===== src/rtl/i2c_mctl_pkg.sv =====
// Package: shared bit positions and types for the I2C master framing register.
// Assumes: an 8-bit register, of which only the low four bits are implemented.
package i2c_mctl_pkg;

    localparam int REG_W       = 8;
    localparam int BIT_START   = 0;
    localparam int BIT_RESTART = 1;
    localparam int BIT_MMODE   = 2;
    localparam int BIT_BUSY    = 3;
    localparam int LIVE_BITS   = 4;

    // Which generation strobe is waiting for its done pulse
    typedef enum logic [1:0] {
        FL_IDLE    = 2'd0,
        FL_START   = 2'd1,
        FL_RESTART = 2'd2
    } flight_e;

    // Implemented part of the register, most significant first
    typedef struct packed {
        logic busy;
        logic mmode;
        logic restart;
        logic start;
    } status_t;

endpackage


===== src/rtl/i2c_mctl_busmon.sv =====
// Module: i2c_mctl_busmon
// Synchronizes SCL/SDA through SYNC_STAGES flops and compares each line with its
// copy from one cycle earlier. Detects Start (SDA fall, SCL high) and Stop
// (SDA rise, SCL high) from any master and keeps the bus-busy flag.
// Assumes: lines idle high; reset and disable both load the idle level.
module i2c_mctl_busmon #(
    parameter int SYNC_STAGES = 2
) (
    input  logic clk,
    input  logic rst_n,
    input  logic en,
    input  logic scl_raw,
    input  logic sda_raw,
    output logic start_det,
    output logic stop_det,
    output logic bus_busy
);

    localparam int SW = (SYNC_STAGES < 1) ? 1 : SYNC_STAGES;

    logic [SW-1:0] scl_sh;
    logic [SW-1:0] sda_sh;
    logic          scl_s, sda_s;
    logic          scl_p, sda_p;

    // Synchronizer shift chain for both lines
    always_ff @(posedge clk) begin
        if (!rst_n || !en) begin
            scl_sh <= '1;
            sda_sh <= '1;
        end else begin
            scl_sh[0] <= scl_raw;
            sda_sh[0] <= sda_raw;
            for (int i = 1; i < SW; i++) begin
                scl_sh[i] <= scl_sh[i-1];
                sda_sh[i] <= sda_sh[i-1];
            end
        end
    end

    assign scl_s = scl_sh[SW-1];
    assign sda_s = sda_sh[SW-1];

    // One-cycle-old copies of the synchronized lines
    always_ff @(posedge clk) begin
        if (!rst_n || !en) begin
            scl_p <= 1'b1;
            sda_p <= 1'b1;
        end else begin
            scl_p <= scl_s;
            sda_p <= sda_s;
        end
    end

    // Edge qualification: SDA moves while SCL is held high on both samples
    always_comb begin
        start_det = scl_s & scl_p & sda_p & ~sda_s;
        stop_det  = scl_s & scl_p & ~sda_p & sda_s;
    end

    // Bus-busy flag follows conditions from every master
    always_ff @(posedge clk) begin
        if (!rst_n || !en) begin
            bus_busy <= 1'b0;
        end else if (start_det) begin
            bus_busy <= 1'b1;
        end else if (stop_det) begin
            bus_busy <= 1'b0;
        end
    end

endmodule


===== src/rtl/i2c_mctl_arb.sv =====
// Module: i2c_mctl_arb
// Holds the self-clearing Start / repeated-Start requests and the master-mode
// flag. Issues one registered strobe at a time to the bit engine and clears
// the request on the matching done pulse.
// Assumes: the engine pulses done once per strobe; stray done pulses are ignored.
module i2c_mctl_arb
    import i2c_mctl_pkg::*;
(
    input  logic    clk,
    input  logic    rst_n,
    input  logic    en,
    input  logic    wr_start,
    input  logic    wr_restart,
    input  logic    bus_busy,
    input  logic    eng_start_done,
    input  logic    eng_restart_done,
    input  logic    eng_stop_done,
    output logic    start_pend,
    output logic    restart_pend,
    output logic    mmode,
    output logic    start_req,
    output logic    restart_req,
    output flight_e flight
);

    logic idle;
    logic issue_st, issue_rs;
    logic clr_st, clr_rs;

    // Issue selection and done qualification
    always_comb begin
        idle     = (flight == FL_IDLE);
        issue_rs = restart_pend & idle & mmode;
        issue_st = start_pend & idle & ~bus_busy & ~issue_rs;
        clr_st   = eng_start_done & (flight == FL_START);
        clr_rs   = eng_restart_done & (flight == FL_RESTART);
    end

    // Start request bit: set by write, cleared by its done
    always_ff @(posedge clk) begin
        if (!rst_n || !en)   start_pend <= 1'b0;
        else if (clr_st)     start_pend <= 1'b0;
        else if (wr_start)   start_pend <= 1'b1;
    end

    // Repeated-Start request bit: set by write, cleared by its done
    always_ff @(posedge clk) begin
        if (!rst_n || !en)   restart_pend <= 1'b0;
        else if (clr_rs)     restart_pend <= 1'b0;
        else if (wr_restart) restart_pend <= 1'b1;
    end

    // Outstanding-strobe tracker
    always_ff @(posedge clk) begin
        if (!rst_n || !en)         flight <= FL_IDLE;
        else if (clr_st || clr_rs) flight <= FL_IDLE;
        else if (issue_st)         flight <= FL_START;
        else if (issue_rs)         flight <= FL_RESTART;
    end

    // Master mode follows only conditions this device generated
    always_ff @(posedge clk) begin
        if (!rst_n || !en)      mmode <= 1'b0;
        else if (clr_st)        mmode <= 1'b1;
        else if (eng_stop_done) mmode <= 1'b0;
    end

    // Registered one-cycle strobes to the bit engine
    always_ff @(posedge clk) begin
        if (!rst_n || !en) begin
            start_req   <= 1'b0;
            restart_req <= 1'b0;
        end else begin
            start_req   <= issue_st;
            restart_req <= issue_rs;
        end
    end

endmodule


===== src/rtl/i2c_mctl.sv =====
// Module: i2c_mctl (top)
// Host framing register of an I2C master: bus monitor plus request arbiter,
// with the readback packed from their state. Every bit is held in reset
// until at least one cfg_en bit is set.
// Assumes: wr_data is sampled on the rising edge when wr_en is high.
module i2c_mctl
    import i2c_mctl_pkg::*;
#(
    parameter int SYNC_STAGES = 2,
    parameter int EN_W        = 2
) (
    input  logic             clk,
    input  logic             rst_n,
    input  logic [EN_W-1:0]  cfg_en,
    input  logic             wr_en,
    input  logic [REG_W-1:0] wr_data,
    input  logic             scl_in,
    input  logic             sda_in,
    input  logic             eng_start_done,
    input  logic             eng_restart_done,
    input  logic             eng_stop_done,
    output logic [REG_W-1:0] rd_data,
    output logic             start_req,
    output logic             restart_req
);

    logic    en_any;
    logic    bus_start_det, bus_stop_det, bus_busy;
    logic    start_pend, restart_pend, mmode;
    logic    wr_start, wr_restart;
    flight_e flight;
    status_t stat;

    // Enable reduction and write decode
    always_comb begin
        en_any     = |cfg_en;
        wr_start   = wr_en & wr_data[BIT_START];
        wr_restart = wr_en & wr_data[BIT_RESTART];
    end

    i2c_mctl_busmon #(.SYNC_STAGES(SYNC_STAGES)) u_mon (
        .clk       (clk),
        .rst_n     (rst_n),
        .en        (en_any),
        .scl_raw   (scl_in),
        .sda_raw   (sda_in),
        .start_det (bus_start_det),
        .stop_det  (bus_stop_det),
        .bus_busy  (bus_busy)
    );

    i2c_mctl_arb u_arb (
        .clk              (clk),
        .rst_n            (rst_n),
        .en               (en_any),
        .wr_start         (wr_start),
        .wr_restart       (wr_restart),
        .bus_busy         (bus_busy),
        .eng_start_done   (eng_start_done),
        .eng_restart_done (eng_restart_done),
        .eng_stop_done    (eng_stop_done),
        .start_pend       (start_pend),
        .restart_pend     (restart_pend),
        .mmode            (mmode),
        .start_req        (start_req),
        .restart_req      (restart_req),
        .flight           (flight)
    );

    // Readback packing; reserved bits read zero
    always_comb begin
        stat.busy    = bus_busy;
        stat.mmode   = mmode;
        stat.restart = restart_pend;
        stat.start   = start_pend;
        rd_data      = {{(REG_W-LIVE_BITS){1'b0}}, stat};
    end

endmodule


===== config.mk =====
export PLATFORM = sky130hd
export DESIGN_NAME = i2c_mctl
export DESIGN_NICKNAME = d
export VERILOG_FILES = /design/src/rtl/i2c_mctl_pkg.sv /design/src/rtl/i2c_mctl_busmon.sv /design/src/rtl/i2c_mctl_arb.sv /design/src/rtl/i2c_mctl.sv
export SDC_FILE = /design/constraint.sdc
export NUM_CORES = 1
export LEC_CHECK = 0
export CORE_MARGIN = 8
export CORE_UTILIZATION = 39
export CTS_BUF_LIST = sky130_fd_sc_hd__clkbuf_16
export CTS_CLUSTER_SIZE = 16
export DETAILED_ROUTE_END_ITERATION = 12
export PLACE_DENSITY_LB_ADDON = 0.2
export SLEW_MARGIN = 10
export SYNTH_ARGS = -nofsm -noshare
export SYNTH_HDL_FRONTEND = slang
export SYNTH_SLANG_ARGS = --single-unit

===== constraint.sdc =====
create_clock -name clk -period 1.95 [get_ports clk]
set_clock_uncertainty 0.05 [all_clocks]
set_input_delay 0.39 -clock clk [delete_from_list [all_inputs] [get_ports clk]]
set_output_delay 0.39 -clock clk [all_outputs]
set_load 0.005 [all_outputs]

Word level (Yosys, flattened, before mapping)

Index checks and enable logic that the tools add are counted.
Widths: inputs -> output; s select.

Bits in registers: 14
Input port bits: 18
Output and inout port bits: 10
Word-level logic and storage cells: 51

Equal/unequal tests: 2
Muxes and demuxes: 6
Bitwise gates (word level): 18
Reduce and logical (&&, ||, !) cells: 13

Operators by type and width:

| cell               | number |
|---|---|
| $and 1x1->1        | 14 |
| $reduce_or 2->1    | 4 |
| $mux 1             | 6 |
| $reduce_bool 2->1  | 3 |
| $not 1->1          | 4 |
| $reduce_or 3->1    | 1 |
| $eq 2x1->1 const B | 1 |
| $eq 2x2->1 const B | 1 |
| $logic_not 1->1    | 2 |
| $logic_not 2->1    | 1 |
| $logic_or 1x1->1   | 2 |

Logic depth before layout (Yosys ltp)

Gate-level depths: netlist (run 1).

Depth after elaboration: 6
Depth in mapped cells: 3
Depth with buffers taken out: 3

Cells and area by module

A second synthesis (run 1) with hierarchy kept.

Cell total of the unflattened synthesis: 58
Area total of the unflattened synthesis: 558.0 µm²

By module, submodules not included:

| module          | times used | cells an instance | area each (µm²) | seq. area each (µm²) |
|---|---|---|---|---|
| i2c_mctl_arb    | 1          | 27                | 260.2           | 140.1 |
| i2c_mctl_busmon | 1          | 19                | 215.2           | 140.1 |
| i2c_mctl        | 1          | 12                | 82.6            | 0.0 |

Worst setup path after synthesis (run 1)

No wires, ideal clock.

Path kind: register to register
Start point: reg u_arb.flight[0]
End point: reg u_arb.start_pend
Library setup time: 0.119 ns
Arrival time: 0.905 ns
Data required time: 1.781 ns
Path slack: 0.876 ns
Stages on the path, launching flop included: 4
Buffers on the path: 0
Clock period less this slack: 1.074 ns
Cell sequence: dfxtp_1 inv_2 or3_1 nor3b_2

Longest elaborated chain between the ends: 3

Ends and longest elaborated chain:

| element                          | RTL line           | RTL |
|---|---|---|
| start: declaration               | i2c_mctl_arb.sv:23 | `output flight_e flight` |
| start signal: assignment         | i2c_mctl_arb.sv:55 | `if (!rst_n \|\| !en) flight <= FL_IDLE;` |
| start signal: assignment         | i2c_mctl_arb.sv:56 | `else if (clr_st \|\| clr_rs) flight <= FL_IDLE;` |
| start signal: assignment         | i2c_mctl_arb.sv:57 | `else if (issue_st) flight <= FL_START;` |
| $eq 2x1->1                       | i2c_mctl_arb.sv:35 | `clr_st = eng_start_done & (flight == FL_START);` |
| $and 1x1->1                      | i2c_mctl_arb.sv:35 |  |
| $reduce_or 2->1 (no source line) | n/a                |  |
| end signal: assignment           | i2c_mctl_arb.sv:41 | `if (!rst_n \|\| !en) start_pend <= 1'b0;` |
| end signal: assignment           | i2c_mctl_arb.sv:42 | `else if (clr_st) start_pend <= 1'b0;` |
| end signal: assignment           | i2c_mctl_arb.sv:43 | `else if (wr_start) start_pend <= 1'b1;` |
| end: declaration                 | i2c_mctl_arb.sv:18 | `output logic start_pend,` |

No other way between the ends.
A chain may end at the register's enable or synchronous reset.

Worst setup path in the final report (run 1)

Start point: reg u_arb.start_pend
End point: out rd_data[0]

RTL lines:

| element          | RTL line       | RTL |
|---|---|---|
| end: declaration | i2c_mctl.sv:22 | `output logic [REG_W-1:0] rd_data,` |

No word-level cell between the ends.

==> results of run 1 <==
## state kept, by name, summed over array words and instances (netlist names)
register,count
u_arb.start_req,1
u_mon.scl_sh,2
u_arb.restart_req,1
u_mon.sda_p,1
u_arb.start_pend,1
u_arb.mmode,1
u_mon.sda_sh,2
u_arb.flight,2
u_arb.restart_pend,1
u_mon.bus_busy,1
u_mon.scl_p,1
## worst paths after layout
kind / from / endpoint / cells after the start
setup / recovery: u_arb.start_pend$_SDFFE_PP0P_ / rd_data[0] / 1
hold / removal: u_mon.scl_sh[0]$_SDFF_PP1_ / u_mon.scl_sh[1]$_SDFF_PP1_ / 1
setup reg to reg: u_arb.flight[0]$_SDFFE_PP0P_ / u_arb.start_pend$_SDFFE_PP0P_ / 3
hold reg to reg: u_mon.scl_sh[0]$_SDFF_PP1_ / u_mon.scl_sh[1]$_SDFF_PP1_ / 1
## cell families after synthesis
group | after synthesis | share of synthesized area (%)
simple gates | 19 | 22.0
flops | 14 | 52.0
compound gates | 11 | 11.8
buf+inv | 11 | 13.5
other cells | 1 | 0.695
## synthesized netlist by cell type
cell	n
dfxtp_1	14
buf_4	8
a21oi_1	5
or2_2	4
nand2_1	2
nand2b_1	2
nor2_1	2
nor4_1	2
o21ai_0	2
or2_1	2
a311oi_1	1
a31oi_1	1
a32oi_1	1
buf_2	1
conb_1	1
inv_1	1
inv_2	1
nand3b_1	1
nand4b_1	1
nor3b_2	1
o21ai_1	1
or2_0	1
or3_1	1
## placed cells by master, fill, tap and decap left out, drive strengths merged
master	count
a21oi	5
a311oi	1
a31oi	1
a32oi	1
buf	1
clkbuf	3
clkdlybuf4s50	17
conb	4
dfxtp	14
inv	2
nand2	2
nand2b	2
nand3b	1
nand4b	1
nor2	2
nor3b	1
nor4	2
o21ai	3
or2	7
or3	1
## power groups by stage
stage	combinational [W]	clock (W)	sequential, W
after floorplan	0.0000308	0	0.000306
after global placement	0.0000538	0	0.000307
after detailed placement	0.0000538	0	0.000307
after CTS	0.0000540	0.000378	0.000302
after global routing	0.0000588	0.000399	0.000303
final	0.0000536	0.000370	0.000302
## metrics by stage
stage / cell area [um^2] / util, %
after detailed placement: 682 / 52.4
after CTS: 757 / 58.2
after global placement: 682 / 52.4
after floorplan: 551 / -
final: 757 / 58.2
after global routing: 757 / 58.2
## worst reg2reg max path: stages, from the launching register on
cell,delay (ns)
dfxtp_1,0.41
inv_2,0.05
or3_1,0.36
nor3b_2,0.16
## cell type report
class                      count  area [um^2]  area share [%]
clock buffer                   3         75.1            9.92
multi-input combinational     34          198            26.1
timing repair buffer          18          178            23.5
tap                           15         18.8            2.48
sequential                    14          280            37.0
inverter                       2         7.51           0.992
## per-layer routing
layer	track usage, %	vias up	routed length, um	part of all wire [%]
met1	8.68	176	423	44
met3	5.04	2	76	7.9
li1	-	211	-	-
met2	9.77	12	433	45
met5	0	-	0	0
met4	6.30	0	25	2.6
==> metrics.yaml, run 1 <==
status:
  status: "completed"
power_and_ir_drop:
  pwr-share-comb_pct: 7.4
  vdd_drop_max_mv: 0.859
  total_power_w: 0.000726
  p_sw_w: 0.000127
  p_clk_share_pct: 51.0
  intPower_w: 0.000599
  seqPwrFrac_pct: 41.6
  p_sw_share_pct: 17.4
  p_per_area_mw_per_mm2: 959
  p_leak_nw: 0.282
final_layout:
  fin_nets: 91
  nFillCells: 123
  drive_above_1_share_pct: 14.1
  final_cell_count_no_fill: 86
  antennaDiodeCount: 0
  area_growth_pct: 40.4
timing:
  setup_viol: 0
  hold_viol: 0
  timing.hold.ws_ns: 0.356
  fmaxAchievable_mhz: 633
  period_needed_ns: 1.58
  rsz0062_at_grt: "no"
  setup-tns-final_ns: 0
  fin_crit_sh_pct: 81.1
  worst_slack_ns: 0.369
  slew_violations: 0
global_routing:
  grtUsageTotal_pct: 7.71
  grt_pass1_wl_um: 1520
  grt_max_degree: 15
  grt_overflow: 0
  antenna_found_initial: 0
  grt_pass1_vias: 344
synthesis:
  synth_top_area_cell: "dfxtp_1"
  yosys_register_bits: 14
  avgSynthCellArea_um2: 9.63
  syn_inst: 56
  ys_seq_area_share_pct: 52.0
  ys_types: 23
  synth_area_leaders: "dfxtp_1, buf_4, a21oi_1"
  synth_top_area_share_pct: 52.0
  syn_area_um2: 539
  synth-warning-count: 0
clock_tree:
  clk_latency_ns: 0.24
  cts-resized-gates: 0
  clk_path_buf_depth: 2
  cts_buffers: 3
  htree_levels: 1
  clkTransAtPathRegs_ns: 0.04
  postCtsHoldBufs: 0
  post_cts_buffers: 0
  cts.sinks: 14
  cts-root-buf: "clkbuf_16"
  cts_tree: "done"
routing:
  routed_wl_um: 959
  routed_via_density: 4.66
  drt_iter0_drc: 6
  drt_first_pass_iters: 4
  vias: 401
  ant_nets: 0
  remaining_drc_errors: 0
  routedWlPerCell_um: 11.2
place:
  port_buffers: 17
  hpwl_um: 735
  place.gp.congestion: 0.801
  pre_cts_slack_ns: 0.410
  placedCellCount: 83
die:
  row_count: 13
  ioPinCount: 28
  core-area_mm2: 0.00130
  dieArea_mm2: 0.00283
  die_y_um: 53.2
  initial_utilization_pct: 41.4
  dieWidth_um: 53.2
setup_path:
  cp-end-kind: "output port"
  crit_fanout: 4
  cp.arrival_ns: 1.14
  critPathSlowestCell: "clkdlybuf4s50_1"
  critPathLaunchType: "register"
  slowest_delay_ns: 0.53
  cp_cell_sequence: "clkdlybuf4s50_1"
  timing.reg2reg.setup_slack_ns: 0.81
  worstSetupPathType: "reg -> out"
  required_ns: 1.51
  crit_family: "buffers and inverters"
  critical_path_buf_inv_count: 1
worst_hold_path:
  min_path_type: "reg -> reg"
run:
  drv_cap: 0
Power figures use the tool's default switching activity.
==> run 2: changes to the inputs <==
--- a/config.mk
+++ b/config.mk
@@ -6,7 +6,7 @@
 export NUM_CORES = 1
 export LEC_CHECK = 0
 export CORE_MARGIN = 8
-export CORE_UTILIZATION = 39
+export CORE_UTILIZATION = 33
 export CTS_BUF_LIST = sky130_fd_sc_hd__clkbuf_16
 export CTS_CLUSTER_SIZE = 16
 export DETAILED_ROUTE_END_ITERATION = 12
==> constraint.sdc (replaced) <==
create_clock -name clk -period 1.4 [get_ports clk]
set_clock_uncertainty 0.05 [all_clocks]
set_input_delay 0.28 -clock clk [delete_from_list [all_inputs] [get_ports clk]]
set_output_delay 0.28 -clock clk [all_outputs]
set_load 0.005 [all_outputs]
==> run 2 against run 1 <==
  * First-iteration DRC count rose by 50%
  * Via count is 5.7% higher
  * Register-to-register slack got worse by 0.56 ns
  * Count of clock-buffer cells in the layout did not move
  * Power increased by 43%
  * Routed wire length is 11% higher
  * Largest cell class unchanged
  * Largest power group unchanged
  * Sequential share of layout area is 0.66 points lower
  * Clock power increased by 46%
  * Combinational power is 51% higher
==> metrics.yaml, run 2 (same netlist as run 1, synthesis figures left out) <==
place:
  port_buffers: 17  # unchanged
  dpl_cell_area_um2: 706  # was 682 um^2
  hpwl_um: 814  # was 735 um
  place.gp.congestion: 0.746  # was 0.801
setup_path:
  reg2reg_depth: 3  # unchanged
  cp-end-kind: "output port"  # unchanged
  timing.reg2reg.setup_slack_ns: 0.25  # was 0.81 ns
  slowest_delay_ns: 0.49  # was 0.53 ns
  cp_cell_sequence: "clkdlybuf4s50_1"  # unchanged
  critPathLaunchType: "register"  # unchanged
  critPathSlowestCell: "clkdlybuf4s50_1"  # unchanged
  cp.arrival_ns: 1.03  # was 1.14 ns
  worstSetupPathType: "reg -> out"  # unchanged
  crit_fanout: 1  # was 4
  required_ns: 1.07  # was 1.51 ns
  crit_family: "buffers and inverters"  # unchanged
  r2r-end: "u_arb.start_pend$_SDFFE_PP0P_"  # unchanged
  r2r_start: "u_arb.flight[0]$_SDFFE_PP0P_"  # unchanged
  critical_path_buf_inv_count: 1  # unchanged
worst_hold_path:
  hold_path_depth: 1  # unchanged
  min_from: "u_mon.sda_sh[0]$_SDFF_PP1_"  # was u_mon.scl_sh[0]$_SDFF_PP1_
  min_path_type: "reg -> reg"  # unchanged
  hold_end: "u_mon.sda_sh[1]$_SDFF_PP1_"  # was u_mon.scl_sh[1]$_SDFF_PP1_
power_and_ir_drop:
  p_per_area_mw_per_mm2: 1330  # was 959 mW/mm^2
  p_clk_share_pct: 51.8  # was 51.0%
  pwr-share-comb_pct: 7.8  # was 7.4%
  p_sw_w: 0.000197  # was 0.000127 W
  intPower_w: 0.000844  # was 0.000599 W
  seqPwrFrac_pct: 40.5  # was 41.6%
  p_leak_nw: 0.317  # was 0.282 nW
  p_sw_share_pct: 18.9  # was 17.4%
  vdd_drop_max_mv: 0.714  # was 0.859 mV
clock_tree:
  clkTransAtPathRegs_ns: 0.05  # was 0.04 ns
  cts_buffers: 3  # unchanged
  htree_levels: 1  # unchanged
  cts-root-buf: "clkbuf_16"  # unchanged
  clk_latency_ns: 0.24  # about the same
  clk_path_buf_depth: 2  # unchanged
  cts.sinks: 14  # unchanged
  cts_tree: "done"  # unchanged
global_routing:
  grtUsageTotal_pct: 6.88  # was 7.71%
  grt_overflow: 0  # unchanged
  antenna_found_initial: 0  # unchanged
  grt_max_degree: 13  # was 15
  grt_pass1_wl_um: 1710  # was 1520 um
  grt_pass1_vias: 433  # was 344
die:
  core-area_mm2: 0.00152  # was 0.00130 mm^2
  die_y_um: 56.4  # was 53.2 um
  row_count: 14  # was 13
  dieArea_mm2: 0.00318  # was 0.00283 mm^2
  ioPinCount: 28  # unchanged
  dieWidth_um: 56.4  # was 53.2 um
  initial_utilization_pct: 35.4  # was 41.4%
timing:
  hold_viol: 0  # unchanged
  timing.hold.ws_ns: 0.361  # was 0.356 ns
  rsz0062_at_grt: "no"  # unchanged
  period_needed_ns: 1.36
  fin_crit_sh_pct: 96.9
  fmaxAchievable_mhz: 737
  slew_violations: 0  # unchanged
  setup-tns-final_ns: 0  # unchanged
  setup_viol: 0  # unchanged
routing:
  routedWlPerCell_um: 11.7  # was 11.2 um
  routed_via_density: 4.66  # about the same
  vias: 424  # was 401
  drt_iter0_drc: 9  # was 6
  remaining_drc_errors: 0  # unchanged
  routed_wl_um: 1060  # was 959 um
  drt_first_pass_iters: 4  # unchanged
  ant_nets: 0  # unchanged
final_layout:
  layout_common_cells: "clkdlybuf4s50_1, dfxtp_1, a21oi_1"  # unchanged
  area_growth_pct: 45.5  # was 40.4%
  layout_commonest_cell: "clkdlybuf4s50_1"  # unchanged
  antennaDiodeCount: 0  # unchanged
  fin_nets: 94  # was 91
  nFillCells: 126  # was 123
  fin_area_um2: 785  # was 757 um^2
  drive_above_1_share_pct: 22.7  # was 14.1%
  largest_registers: "u_arb.flight x2, u_mon.scl_sh x2, u_mon.sda_sh x2"  # unchanged
run:
  drv_cap: 0  # unchanged
status:
  status: "completed"  # unchanged
[run 2: worst max path at each step]
stage / start / end / depth (start not counted)
after floorplan: u_arb.flight[0]$_SDFFE_PP0P_ / u_arb.start_pend$_SDFFE_PP0P_ / 3
after detailed placement: eng_start_done / u_arb.start_pend$_SDFFE_PP0P_ / 4
after global routing: u_arb.start_req$_SDFF_PP0_ / start_req / 1
after global placement: eng_start_done / u_arb.start_pend$_SDFFE_PP0P_ / 4
after CTS: u_arb.restart_req$_SDFF_PP0_ / restart_req / 1
final: u_arb.start_req$_SDFF_PP0_ / start_req / 1
[run 2: per-layer routing]
metal  up-vias  global-route usage [%]  wire length (um)
met5         -                       0                 0
met4         0                    6.19                27
met3         4                    3.60                70
met2        14                    10.2               494
met1       189                    6.79               468
li1        217                       -                 -
[run 2: repair_timing]
item | in CTS | in global routing
endpoints found under the setup margin | 4 | 0
gates resized for setup | 8 | 0
buffers inserted | 0 | 0
hold buffers | 0 | 0
[run 2: cell type report]
type	instances	area, um^2	area share (%)
multi-input cells	34	198	25.2
clock inverters	1	3.75	0.478
inverters	2	7.51	0.957
clock buffers	3	75.1	9.57
flip-flops and latches	14	285	36.4
repair buffers	21	195	24.9
well taps	16	20.0	2.55
[run 2: worst reg2reg max path, stage by stage, from the launching register on]
cell and delay (ns):
dfxtp_1 0.40, inv_2 0.05, or3_1 0.37, nor3b_2 0.16
[run 2: power by group through the flow]
stage / clock, W / sequential, W / combinational (W)
floorplan: 0 / 0.000426 / 0.0000429
detailed placement: 0 / 0.000428 / 0.0000839
finish: 0.000539 / 0.000421 / 0.0000808
global route: 0.000571 / 0.000422 / 0.0000892
CTS: 0.000556 / 0.000421 / 0.0000814
global placement: 0 / 0.000428 / 0.0000821
[run 2: metrics by stage]
stage	setup slack, ns	util, %	power (W)	std cells
after floorplan	0.326	-	0.000469	59
after global placement	-0.0313	46.3	0.000510	87
after detailed placement	-0.0563	46.3	0.000512	87
after CTS	0.0328	51.5	0.00106	91
after global routing	0.00973	51.5	0.00108	91
final	0.0435	51.5	0.00104	91
